[config.mk]
export PLATFORM = sky130hd
export DESIGN_NAME = rsq_top
export DESIGN_NICKNAME = d
export VERILOG_FILES = /design/src/rtl/rsq_pkg.sv /design/src/rtl/rsq_clkdiv.sv /design/src/rtl/rsq_sync.sv /design/src/rtl/rsq_seq.sv /design/src/rtl/rsq_top.sv
export SDC_FILE = /design/constraint.sdc
export NUM_CORES = 1
export LEC_CHECK = 0
export ABC_AREA = 1
export CORE_UTILIZATION = 45
export DETAILED_ROUTE_END_ITERATION = 6
export PLACE_DENSITY = 0.66
export SYNTH_ARGS = -nofsm -noshare
export SYNTH_HDL_FRONTEND = slang
export SYNTH_SLANG_ARGS = --single-unit
export TNS_END_PERCENT = 20
[constraint.sdc]
create_clock -name clk_in -period 1.5 [get_ports clk_in]
set_input_delay 0.225 -clock clk_in [delete_from_list [all_inputs] [get_ports clk_in]]
set_output_delay 0.225 -clock clk_in [all_outputs]
set_load 0.02 [all_outputs]
[src/rtl/rsq_pkg.sv]
`timescale 1ns/1ps
// Shared types for the reset sequencer.
// Assumes: nothing beyond IEEE 1800-2017 packages.
package rsq_pkg;
    // Operating mode chosen from the strap pattern.
    typedef enum logic {
        MODE_COMPAT = 1'b0,
        MODE_ENH    = 1'b1
    } op_mode_e;
endpackage

[src/rtl/rsq_clkdiv.sv]
`timescale 1ns/1ps
// Divide-by-two clock generator.
// Produces the system clock and a tick enable that is high on the input
// edges where the system clock rises. Assumes the divider starts from a
// defined value; it has no reset because it must run through reset.
module rsq_clkdiv (
    input  logic clk_in,
    output logic sys_clk,
    output logic tick_en
);
    logic div_q;

    // Toggle once per input clock to halve the frequency.
    always_ff @(posedge clk_in) begin
        div_q <= ~div_q;
    end

    assign sys_clk = div_q;
    assign tick_en = ~div_q;
endmodule

[src/rtl/rsq_sync.sv]
`timescale 1ns/1ps
// Request synchronizer and strap delay line.
// Shifts the asynchronous request through STAGES flops on each system tick.
// The strap is delayed by STAGES-1 ticks, so it lines up with the edge
// that first sampled the request. Assumes STAGES >= 2.
module rsq_sync #(
    parameter int unsigned STAGES = 2
) (
    input  logic clk_in,
    input  logic tick_en,
    input  logic req_n_async,
    input  logic strap_in,
    output logic req_pre,
    output logic req_sync,
    output logic strap_dly
);
    localparam int unsigned SDEPTH = STAGES - 1;

    logic [STAGES-1:0] req_q;
    logic [SDEPTH-1:0] strap_q;

    // Shift the raw request into the synchronizer chain.
    always_ff @(posedge clk_in) begin
        if (tick_en) begin
            req_q <= {req_q[STAGES-2:0], req_n_async};
        end
    end

    generate
        if (SDEPTH == 1) begin : g_strap_one
            // Single-stage strap capture.
            always_ff @(posedge clk_in) begin
                if (tick_en) begin
                    strap_q[0] <= strap_in;
                end
            end
        end else begin : g_strap_many
            // Multi-stage strap delay matching the request chain.
            always_ff @(posedge clk_in) begin
                if (tick_en) begin
                    strap_q <= {strap_q[SDEPTH-2:0], strap_in};
                end
            end
        end
    endgenerate

    assign req_pre   = req_q[STAGES-2];
    assign req_sync  = req_q[STAGES-1];
    assign strap_dly = strap_q[SDEPTH-1];
endmodule

[src/rtl/rsq_seq.sv]
`timescale 1ns/1ps
// Reset sequence engine.
// Measures the request length, drives the reset output, latches the mode
// from the two-point strap pattern and issues the fetch strobe.
// The synchronized request acts as a synchronous active-low reset.
// Assumes STAGES-1 < SAMPLE_GAP < FETCH_GAP.
module rsq_seq #(
    parameter int unsigned STAGES     = 2,
    parameter int unsigned MIN_HOLD   = 5,
    parameter int unsigned SAMPLE_GAP = 4,
    parameter int unsigned FETCH_GAP  = 6
) (
    input  logic clk_in,
    input  logic tick_en,
    input  logic req_pre,
    input  logic req_sync,
    input  logic strap_dly,
    input  logic strap_now,
    output logic rst_out,
    output logic mode_enh,
    output logic fetch_go,
    output logic short_req
);
    import rsq_pkg::*;

    localparam int unsigned HW = $clog2(MIN_HOLD + 1);
    localparam int unsigned PW = $clog2(FETCH_GAP + 1);
    localparam logic [HW-1:0] HOLD_MAX  = HW'(MIN_HOLD);
    localparam logic [PW-1:0] P_START   = PW'(STAGES - 1);
    localparam logic [PW-1:0] P_SAMPLE  = PW'(SAMPLE_GAP - 1);
    localparam logic [PW-1:0] P_FETCH   = PW'(FETCH_GAP - 1);

    logic [HW-1:0] hold_q;
    logic [PW-1:0] phase_q;
    logic          run_q;
    logic          ok_q;
    logic          strap_hi_q;
    logic          rst_q;
    logic          fetch_q;
    logic          short_q;
    op_mode_e      mode_q;
    logic          release_seen;

    assign release_seen = req_pre & ~req_sync;

    // Count ticks on which the request was sampled low, saturating.
    always_ff @(posedge clk_in) begin
        if (tick_en) begin
            if (!req_pre) begin
                if (hold_q != HOLD_MAX) begin
                    hold_q <= hold_q + 1'b1;
                end
            end else if (req_sync) begin
                hold_q <= '0;
            end
        end
    end

    // Reset output follows the synchronized request one tick later.
    always_ff @(posedge clk_in) begin
        if (tick_en) begin
            rst_q <= ~req_sync;
        end
    end

    // Release sequence: validity, strap latch and fetch strobe.
    always_ff @(posedge clk_in) begin
        if (tick_en) begin
            fetch_q <= 1'b0;
            if (release_seen) begin
                run_q      <= 1'b1;
                phase_q    <= P_START;
                ok_q       <= (hold_q >= HOLD_MAX);
                short_q    <= (hold_q < HOLD_MAX);
                strap_hi_q <= strap_dly;
                mode_q     <= MODE_COMPAT;
            end else if (!req_sync) begin
                run_q      <= 1'b0;
                phase_q    <= '0;
                ok_q       <= 1'b0;
                short_q    <= 1'b0;
                strap_hi_q <= 1'b0;
                mode_q     <= MODE_COMPAT;
            end else if (run_q) begin
                phase_q <= phase_q + 1'b1;
                if (phase_q == P_SAMPLE) begin
                    mode_q <= (ok_q && strap_hi_q && !strap_now) ? MODE_ENH : MODE_COMPAT;
                end
                if (phase_q == P_FETCH) begin
                    fetch_q <= ok_q;
                    run_q   <= 1'b0;
                end
            end
        end
    end

    assign rst_out   = rst_q;
    assign mode_enh  = (mode_q == MODE_ENH);
    assign fetch_go  = fetch_q;
    assign short_req = short_q;
endmodule

[src/rtl/rsq_top.sv]
`timescale 1ns/1ps
// Reset sequencer with mode strap: top level.
// Wires the clock divider, the request synchronizer and the sequence
// engine. Assumes clk_in is free running; all outputs are timed to the
// rising edge of sys_clk.
module rsq_top #(
    parameter int unsigned SYNC_STAGES = 2,
    parameter int unsigned MIN_HOLD    = 5,
    parameter int unsigned SAMPLE_GAP  = 4,
    parameter int unsigned FETCH_GAP   = 6
) (
    input  logic clk_in,
    input  logic rst_req_n,
    input  logic strap_in,
    output logic sys_clk,
    output logic rst_out,
    output logic mode_enh,
    output logic fetch_go,
    output logic short_req
);
    logic tick_en;
    logic req_pre;
    logic req_sync;
    logic strap_dly;

    rsq_clkdiv u_div (
        .clk_in  (clk_in),
        .sys_clk (sys_clk),
        .tick_en (tick_en)
    );

    rsq_sync #(.STAGES(SYNC_STAGES)) u_sync (
        .clk_in      (clk_in),
        .tick_en     (tick_en),
        .req_n_async (rst_req_n),
        .strap_in    (strap_in),
        .req_pre     (req_pre),
        .req_sync    (req_sync),
        .strap_dly   (strap_dly)
    );

    rsq_seq #(
        .STAGES     (SYNC_STAGES),
        .MIN_HOLD   (MIN_HOLD),
        .SAMPLE_GAP (SAMPLE_GAP),
        .FETCH_GAP  (FETCH_GAP)
    ) u_seq (
        .clk_in    (clk_in),
        .tick_en   (tick_en),
        .req_pre   (req_pre),
        .req_sync  (req_sync),
        .strap_dly (strap_dly),
        .strap_now (strap_in),
        .rst_out   (rst_out),
        .mode_enh  (mode_enh),
        .fetch_go  (fetch_go),
        .short_req (short_req)
    );
endmodule

; After elaboration in Yosys (flattened, before gate mapping)
; Cells that the tools add are included.
[op_classes]
n_addsub = 2
magnitude_cmp = 2
eq_ne = 7
n_mux = 15
bitwise_logic = 5
reduce_logical = 10
[op_table]
columns = op, n
row1 = 3-bit 2-to-1 mux, 4
row2 = 1-bit 2-to-1 mux, 11
row3 = "3-bit by 1-bit adder with 3-bit output, second input constant", 2
row4 = "3-bit by 1-bit inequality test with 1-bit output, second input constant", 2
row5 = 3-bit AND reduction, 2
row6 = "2-bit by 1-bit inequality test with 1-bit output, second input constant", 2
row7 = 1-bit inverter, 4
row8 = 2-bit AND reduction, 2
row9 = 4-bit OR reduction, 1
row10 = "3-bit by 2-bit == test with 1-bit output, second input constant", 1
row11 = "3-bit == test, second input constant", 1
row12 = "3-bit >= comparator, second input constant", 1
row13 = "3-bit < comparator, second input constant", 1
row14 = "3-bit inequality test, second input constant", 1
row15 = 1-bit logical AND, 2
row16 = 2-bit nonzero test, 1
row17 = 2-bit OR reduction, 1
row18 = 1-bit bitwise AND, 1
row19 = 1-bit zero test, 1
[totals]
ff_bits = 17
out_inout_bits = 5
word_cells = 54

; Logic depth before layout (Yosys ltp)
; Gate-level depths: netlist of run 1.
[depth]
depth_word = 5
ltp_mapped = 5
depth_no_buf = 5

; Hierarchy
; Synthesis of run 1 repeated with hierarchy kept, for this count alone.
[unflattened]
cells_unflattened = 56
area_unflattened_um2 = 721.9
[by_module_without_submodules]
columns = mod, instances, cells_per_inst, area_each_um2, seq_area_each_um2
row1 = rsq_seq, 1, 51, 608.1, 390.4
row2 = rsq_sync, 1, 3, 90.1, 90.1
row3 = rsq_clkdiv, 1, 2, 23.8, 20.0

; Least setup slack after synthesis of run 1
; OpenSTA, ideal clock, no wires.
[synth_timing]
path_type = flip-flop to flip-flop
startpoint = reg u_div.div_q (netlist: u_div.sys_clk)
endpoint = reg u_seq.mode_q (netlist: u_seq.mode_enh), enable pin
setup_ns = 0.291
arrival_ns = 0.920
t_required_ns = 1.209
slack_ns = 0.289
stages_incl_launch_ff = 5
synth_period_minus_slack_ns = 1.211
path_cell_list = dfxtp_1 -> inv_1 -> nand2_1 -> nand2_2 -> o21a_1
[synth_between]
elab_chain_len = 2
[synth_rtl]
columns = element, line_no
row1 = start: declaration, rsq_clkdiv.sv:11  ; logic div_q;
row2 = start signal: assignment, rsq_clkdiv.sv:15  ; div_q <= ~div_q;
row3 = 1-bit inverter (no source line), -
row4 = 3-bit AND reduction (no source line), -
row5 = end signal: assignment, rsq_seq.sv:87  ; mode_q <= (ok_q && strap_hi_q && !strap_now) ? MODE_ENH : MODE_COMPAT;
row6 = end: declaration, rsq_seq.sv:41  ; op_mode_e mode_q;
; No other way between the ends.
; A chain may end at the register's enable or synchronous reset.

; Final worst setup path of run 1
[layout_timing]
startpoint = reg u_seq.fetch_q (netlist: u_seq.fetch_go)
endpoint = out fetch_go
[layout_rtl]
columns = element, line_no
row1 = start: declaration, rsq_seq.sv:39  ; logic fetch_q;
row2 = start signal: assignment, rsq_seq.sv:90  ; fetch_q <= ok_q;
row3 = end: declaration, rsq_top.sv:18  ; output logic fetch_go,
; No word-level cell between the ends.

==> metrics.md, run 1 <==
| Metric | Value |
|---|---|
| H-tree levels | 1 |
| CTS Hold Bufs | 0 |
| First-pass GRT wire length | 1560 µm |
| Number of buffers and inverters on the critical path | 1 |
| Global Route Usage Sum | about an eighth |
| Nets | 76 |
| Vias in the first global route | ~360 |
| Final Skew | ~0.0008 ns |
| WL/cell | between 10 and 15 µm |
| Core area | 1510 µm² |
| Final wirelength | 896 µm |
| Starting density of the core | between 40% and 50% |
| Cell with the most instances after synthesis | edfxtp_1 |
| Clock Tree Root | clkbuf_4 |
| # DRC | 0 |
| Top-Level Pins | 8 |
| DPL Wire Length | roughly 670 µm |
| Hold Path Class | primary input to register |
| Max cap viols | 0 |
| Die height | 42.3 µm |
| Cells after Synth | 55 |
| Power Total | 0.000753 W |
| Slowest CP cell | clkdlybuf4s50_1 |
| Final hold vios | 0 |
| Critical R2R Launch | u_seq.hold_q[0]$_SDFFCE_PP0P_ |
| Clock period minus worst slack | about 1.4 ns |
| Reg area | roughly 500 µm² |
| Fin. max-slew vios | 0 |
| Initial antenna violation count | 0 |
| Area growth, synth to finish | 16.8% |
| Num CTS Buffers | 3 |
| Post-Syn Area per Cell | 13.3 µm² |
| Synth area leaders | edfxtp_1, ha_1, nor2_1, inv_1, dfxtp_1 |
| Synth Area in Adders | ~8.6% |
| Hold Path Origin | rst_req_n |
| Multi-input gate area | 201 µm² |
| Max Fanout on Critical Path | 1 |
| RSZ-0062 raised after global routing | no |
| Clk_lat worst skew | 0.28 ns |
| CTS sink cnt | 17 |
| Die area | between 1500 and 2000 µm² |
| Worst-path cell chain | clkdlybuf4s50_1 |
| Top delay family on crit path | buffers and inverters |
| Synth Flop Type | edfxtp_1 |
| Warnings, synthesis | 0 |
| Top-area cell type share of the netlist area | 65.8% |
| Max Buffers Root-to-Sink | 2 |
| Inst Count DP | 79 |
| CP Launch Type | register |
| Sequential fraction of the synthesis area | around 70% |
| Post-synthesis net count | 63 |
| # setup viols final | 0 |
| Starting DRC count in detailed routing | 1 |
| Post-route ant nets | 0 |
| Mux cell area share after synthesis | 0% |
| Status | finished clean |
| Final Core Density | 56.6% |
| Async SR Flop Fraction | 0% |
| Commonest cells post-synth | edfxtp_1, nor2_1, inv_1 |
| Total number of vias | 400 |
| Global route overflow | 0 |
| CTS tree | yes |
| Post-synth EDFFs | 16 |
| Fin cells | 83 |
| Total Neg Setup Slack | 0 ns |
| Seq cells post-synth | 17 |
| N_diodes | 0 |
| XOR/XNOR Fraction of Synth Area | 1.20% |
| Synth cell types | 18 |
| Pleak | approximately 0.34 nW |
| PortBufs | 7 |
| CP Data Required Time | roughly 1.3 ns |
| Layout cell share with drive strength beyond 1 | 16.4% |
| Main combinational cell family by area after synthesis | simple AND/OR/NAND/NOR gates |
| Max VDD drop | 0.599 mV |
| Die W | 42.3 µm |
| CP endpoint kind | output pin |
| Worst EP arrival | 1.21 ns |
| Post-CTS setup buffers | 0 |
| Worst slew pin tran | around 0.27 ns |
| FMAX | 698 MHz |
| Largest registers | u_seq.hold_q x3, u_seq.phase_q x3, u_sync.req_q x2 |
| Worst slew margin | 82.1% |
| Largest area contributor in the netlist | edfxtp_1 |
| Mapped Area | between 700 and 800 µm² |
| Reg clk slew, reported paths | roughly 0.09 ns |
| Pwr/cell area | between 800 and 900 nW/µm² |
| Placer Congestion | 0.717 |
| Largest net degree at the start of global routing | 10 |
| CP peak stage delay | 0.59 ns |
| Tcrit/Tclk final | between 90% and 100% |
| Worst hold slack | between 0.4 and 0.5 ns |
| Post-CTS Resized | 1 |
| Fill cells | 125 |
| Synth Area in Simple Gates | 13.5% |
| # rows | 14 |
| CP Launch Point | u_seq.fetch_go$_SDFFCE_PP0N_ |
| Vias per cell | slightly below 5 |
| Drt first pass iters | 2 |
| Kind of critical path | register to output pin |
| Post-synthesis compound-gate area fraction | 4.28% |
routing by layer:
| metal | wire (µm) | track usage, % |
|---|---|---|
| met1 | 467 | 16.9 |
| met5 | 0 | 0 |
| met3 | 37 | 3.02 |
| met2 | 353 | 16.3 |
| met4 | 37 | 11.3 |
worst paths after layout:
| path | end | slack, ns | cells after the start |
|---|---|---|---|
| worst max-delay path | fetch_go | 0.07 | 1 |
| worst min-delay path | u_sync.req_q[0]$_DFFE_PN_ | 0.49 | 1 |
| worst max register to register | u_seq.hold_q[0]$_SDFFCE_PP0P_ | 0.25 | 4 |
| worst min register to register | u_seq.strap_hi_q$_SDFFCE_PN0P_ | 0.56 | 2 |
kinds of logic (layout without fill, tap and decap cells):
| kind of cell | after synthesis | after routing |
|---|---|---|
| xor gates and xnor gates | 1 | 1 |
| and+or+nand+nor | 20 | 20 |
| buffers and inverters | 7 | 19 |
| AOI/OAI and AO/OA | 5 | 5 |
| DFF | 17 | 17 |
| adders and majority gates | 5 | 5 |
where the power goes:
part            total (W)  internal (W)  switching, W
registers        0.000511      0.000511             0
clock network    0.000237      0.000103      0.000133
logic          0.00000537    0.00000452   0.000000854
per-stage QoR:
step	cell area, µm²	setup WS (ns)
after detailed placement	828	0.262
after CTS	853	0.0543
final	853	0.0677
after global placement	828	0.283
after global routing	853	0.0246
after floorplan	731	0.289
area by class of cell:
type,instances,share of cell area [%]
clock buffer,4,3.08
sequential,17,58.7
inverter,7,3.37
multi-input combinational,31,23.6
tap,16,2.35
timing repair buffer,8,8.94
placed cells by master, fill, tap and decap left out:
cell type,instances
a21oi_1,1
buf_4,1
clkbuf_1,1
clkbuf_4,3
clkdlybuf4s50_1,6
dfxtp_1,1
dlygate4sd2_1,1
edfxtp_1,16
ha_1,5
inv_1,6
inv_4,1
nand2_1,5
nand2_2,2
nand2_4,1
nand3_1,2
nor2_1,7
nor2_2,1
nor2b_2,1
nor3_1,1
o21a_1,1
o21ai_0,2
o21ai_2,1
xnor2_1,1
Note: power is estimated with default switching activity, not from simulation.
==> run 2: changes to the inputs <==
- RECOVER_POWER: default -> 50
- SKIP_CTS_REPAIR_TIMING: default -> 1
==> run 2 against run 1 <==
Register-to-register slack about the same. Non-clock buffer count unchanged. Worst setup slack about the same. Utilization down 0.50 points. Clock skew about the same. Global-route usage unchanged. Cell area down 0.88%. Flip-flop and latch count unchanged. Total power down 0.14%. Clock power about the same. Largest cell class unchanged.
==> metrics.md, run 2 (same netlist as run 1, synthesis figures left out) <==
| Metric | Value |
|---|---|
| Layout cell share with drive strength beyond 1 | 13.4% (-3.0 points) |
| Max layer used | met4 |
| RSZ-0062 raised after global routing | no |
| Worst EP arrival | 1.21 ns (about the same) |
| Reg clk slew, reported paths | 0.09 ns (about the same) |
| Clock Tree Root | clkbuf_4 |
| Vias per cell | 4.81 (-0.25%) |
| Final instance area | 846 µm² (-0.88%) |
| H-tree levels | 1 (unchanged) |
| Final Core Density | 56.1% (-0.50 points) |
| Starting DRC count in detailed routing | 1 (unchanged) |
| Post-route ant nets | 0 (unchanged) |
| CP peak stage delay | 0.59 ns (about the same) |
| Reg area | 500 µm² (unchanged) |
| Pwr/cell area | 889 nW/µm² (+0.75%) |
| # setup viols final | 0 (unchanged) |
| Total number of vias | 399 (-0.25%) |
| DPL Wire Length | 668 µm (unchanged) |
| Kind of critical path | register to output pin |
| Power Total | 0.000752 W (-0.14%) |
| Clock period minus worst slack | 1.43 ns (+0.00000800 ns) |
| Global Route Usage Sum | 12.5% (unchanged) |
| Top delay family on crit path | buffers and inverters |
| Fill cells | 125 (unchanged) |
| Worst-path cell chain | clkdlybuf4s50_1 |
| Fin. max-slew vios | 0 (unchanged) |
| Die height | 42.3 µm (unchanged) |
| Commonest non-fill, non-tap cell in the layout | edfxtp_1 |
| # rows | 14 (unchanged) |
| PortBufs | 7 (unchanged) |
| First-pass GRT wire length | 1560 µm (unchanged) |
| Max cap viols | 0 (unchanged) |
| Vias in the first global route | 363 (unchanged) |
| N_diodes | 0 (unchanged) |
| Final wirelength | 903 µm (+0.78%) |
| Fin cells | 83 (unchanged) |
| Top-Level Pins | 8 (unchanged) |
| # DRC | 0 (unchanged) |
| Most frequent cells in the layout | edfxtp_1, nor2_1, nand2_1, inv_1, ha_1 |
| Area growth, synth to finish | 15.8% |
| FMAX | 698 MHz (about the same) |
| M1 wire length | 475 µm (+1.7%) |
| Starting density of the core | 48.5% (unchanged) |
| Drt first pass iters | 2 (unchanged) |
| Number of buffers and inverters on the critical path | 1 (unchanged) |
| CP Launch Type | register |
| Total Neg Setup Slack | 0 ns (unchanged) |
| Global route overflow | 0 (unchanged) |
| Largest net degree at the start of global routing | 10 (unchanged) |
| Post-DP Area | 828 µm² (unchanged) |
| Worst slew margin | 84.7% (+2.6 points) |
| Status | finished clean |
| CP endpoint kind | output pin |
| Max Fanout on Critical Path | 1 (unchanged) |
| Final Skew | 0.000813 ns (+0.0000000280 ns) |
| Multi-input gate area | 194 µm² (-3.7%) |
| R2r setup slk | 0.24 ns (about the same) |
| CTS sink cnt | 17 (unchanged) |
| Worst slew pin tran | 0.229 ns (-0.0396 ns) |
| Clk_lat worst skew | 0.28 ns (about the same) |
| Slowest CP cell | clkdlybuf4s50_1 |
| Max VDD drop | 0.609 mV (+1.7%) |
| Final hold vios | 0 (unchanged) |
| Num CTS Buffers | 3 (unchanged) |
| Met2 Routed Length | 353 µm (unchanged) |
| Tcrit/Tclk final | 95.5% (about the same) |
| Inst Count DP | 79 (unchanged) |
| Initial antenna violation count | 0 (unchanged) |
| Pleak | 0.350 nW (+1.5%) |
| CP Data Required Time | 1.27 ns (about the same) |
| Die area | 1790 µm² (unchanged) |
| Met3 wire len | 36 µm (-2.7%) |
| Largest registers | u_seq.hold_q x3, u_seq.phase_q x3, u_sync.req_q x2 |
| Max Buffers Root-to-Sink | 2 (unchanged) |
| Hold Path Class | primary input to register |
| Die W | 42.3 µm (unchanged) |
| Placer Congestion | 0.717 (unchanged) |
| Nets | 76 (unchanged) |
| WL/cell | 10.9 µm (+0.78%) |
| Core area | 1510 µm² (unchanged) |
| CTS tree | yes |
run 2: cell count changes in the layout (fill, tap and decap cells not counted):
cell / before / now
buf_4: 1 / 0
dlygate4sd2_1: 1 / 0
dlymetal6s2s_1: 0 / 1
clkbuf_1: 1 / 2
clkdlybuf4s50_1: 6 / 4
nand2_4: 1 / 0
nand2_1: 5 / 6
dlygate4sd3_1: 0 / 2
run 2: layout make-up:
type	instances	share of cell area (%)
clock buffers	4	3.11
inverters	7	3.40
multi-input cells	31	22.9
flip-flops and latches	17	59.2
well taps	16	2.37
repair buffers	8	9.02
run 2: through the flow:
stage,worst slack (ns),hold WS (ns)
5_1_grt,0.0246,0.555
3_5_place_dp,0.262,0.548
2_1_floorplan,0.289,0.324
3_3_place_gp,0.283,0.544
4_1_cts,-0.0103,0.485
6_report,0.0677,0.558
run 2: final timing paths:
check,from,endpoint,depth (start not counted)
min,rst_req_n,u_sync.req_q[0]$_DFFE_PN_,1
max,u_seq.fetch_go$_SDFFCE_PP0N_,fetch_go,1
max reg2reg,u_sync.req_q[0]$_DFFE_PN_,u_seq.hold_q[0]$_SDFFCE_PP0P_,3
min reg2reg,u_sync.strap_dly$_DFFE_PN_,u_seq.strap_hi_q$_SDFFCE_PN0P_,2
run 2: per-layer routing:
| layer | GRT usage (%) | up-vias |
|---|---|---|
| li1 | - | 212 |
| met1 | 16.9 | 173 |
| met2 | 16.3 | 10 |
| met3 | 3.02 | 4 |
| met4 | 11.3 | 0 |
| met5 | 0 | - |
run 2: power breakdown:
| group | switching (W) | internal [W] |
|---|---|---|
| Clock | 0.000133 | 0.000103 |
| Combinational | 0.000000854 | 0.00000347 |
| Sequential | 0 | 0.000511 |
| Total | 0.000134 | 0.000618 |
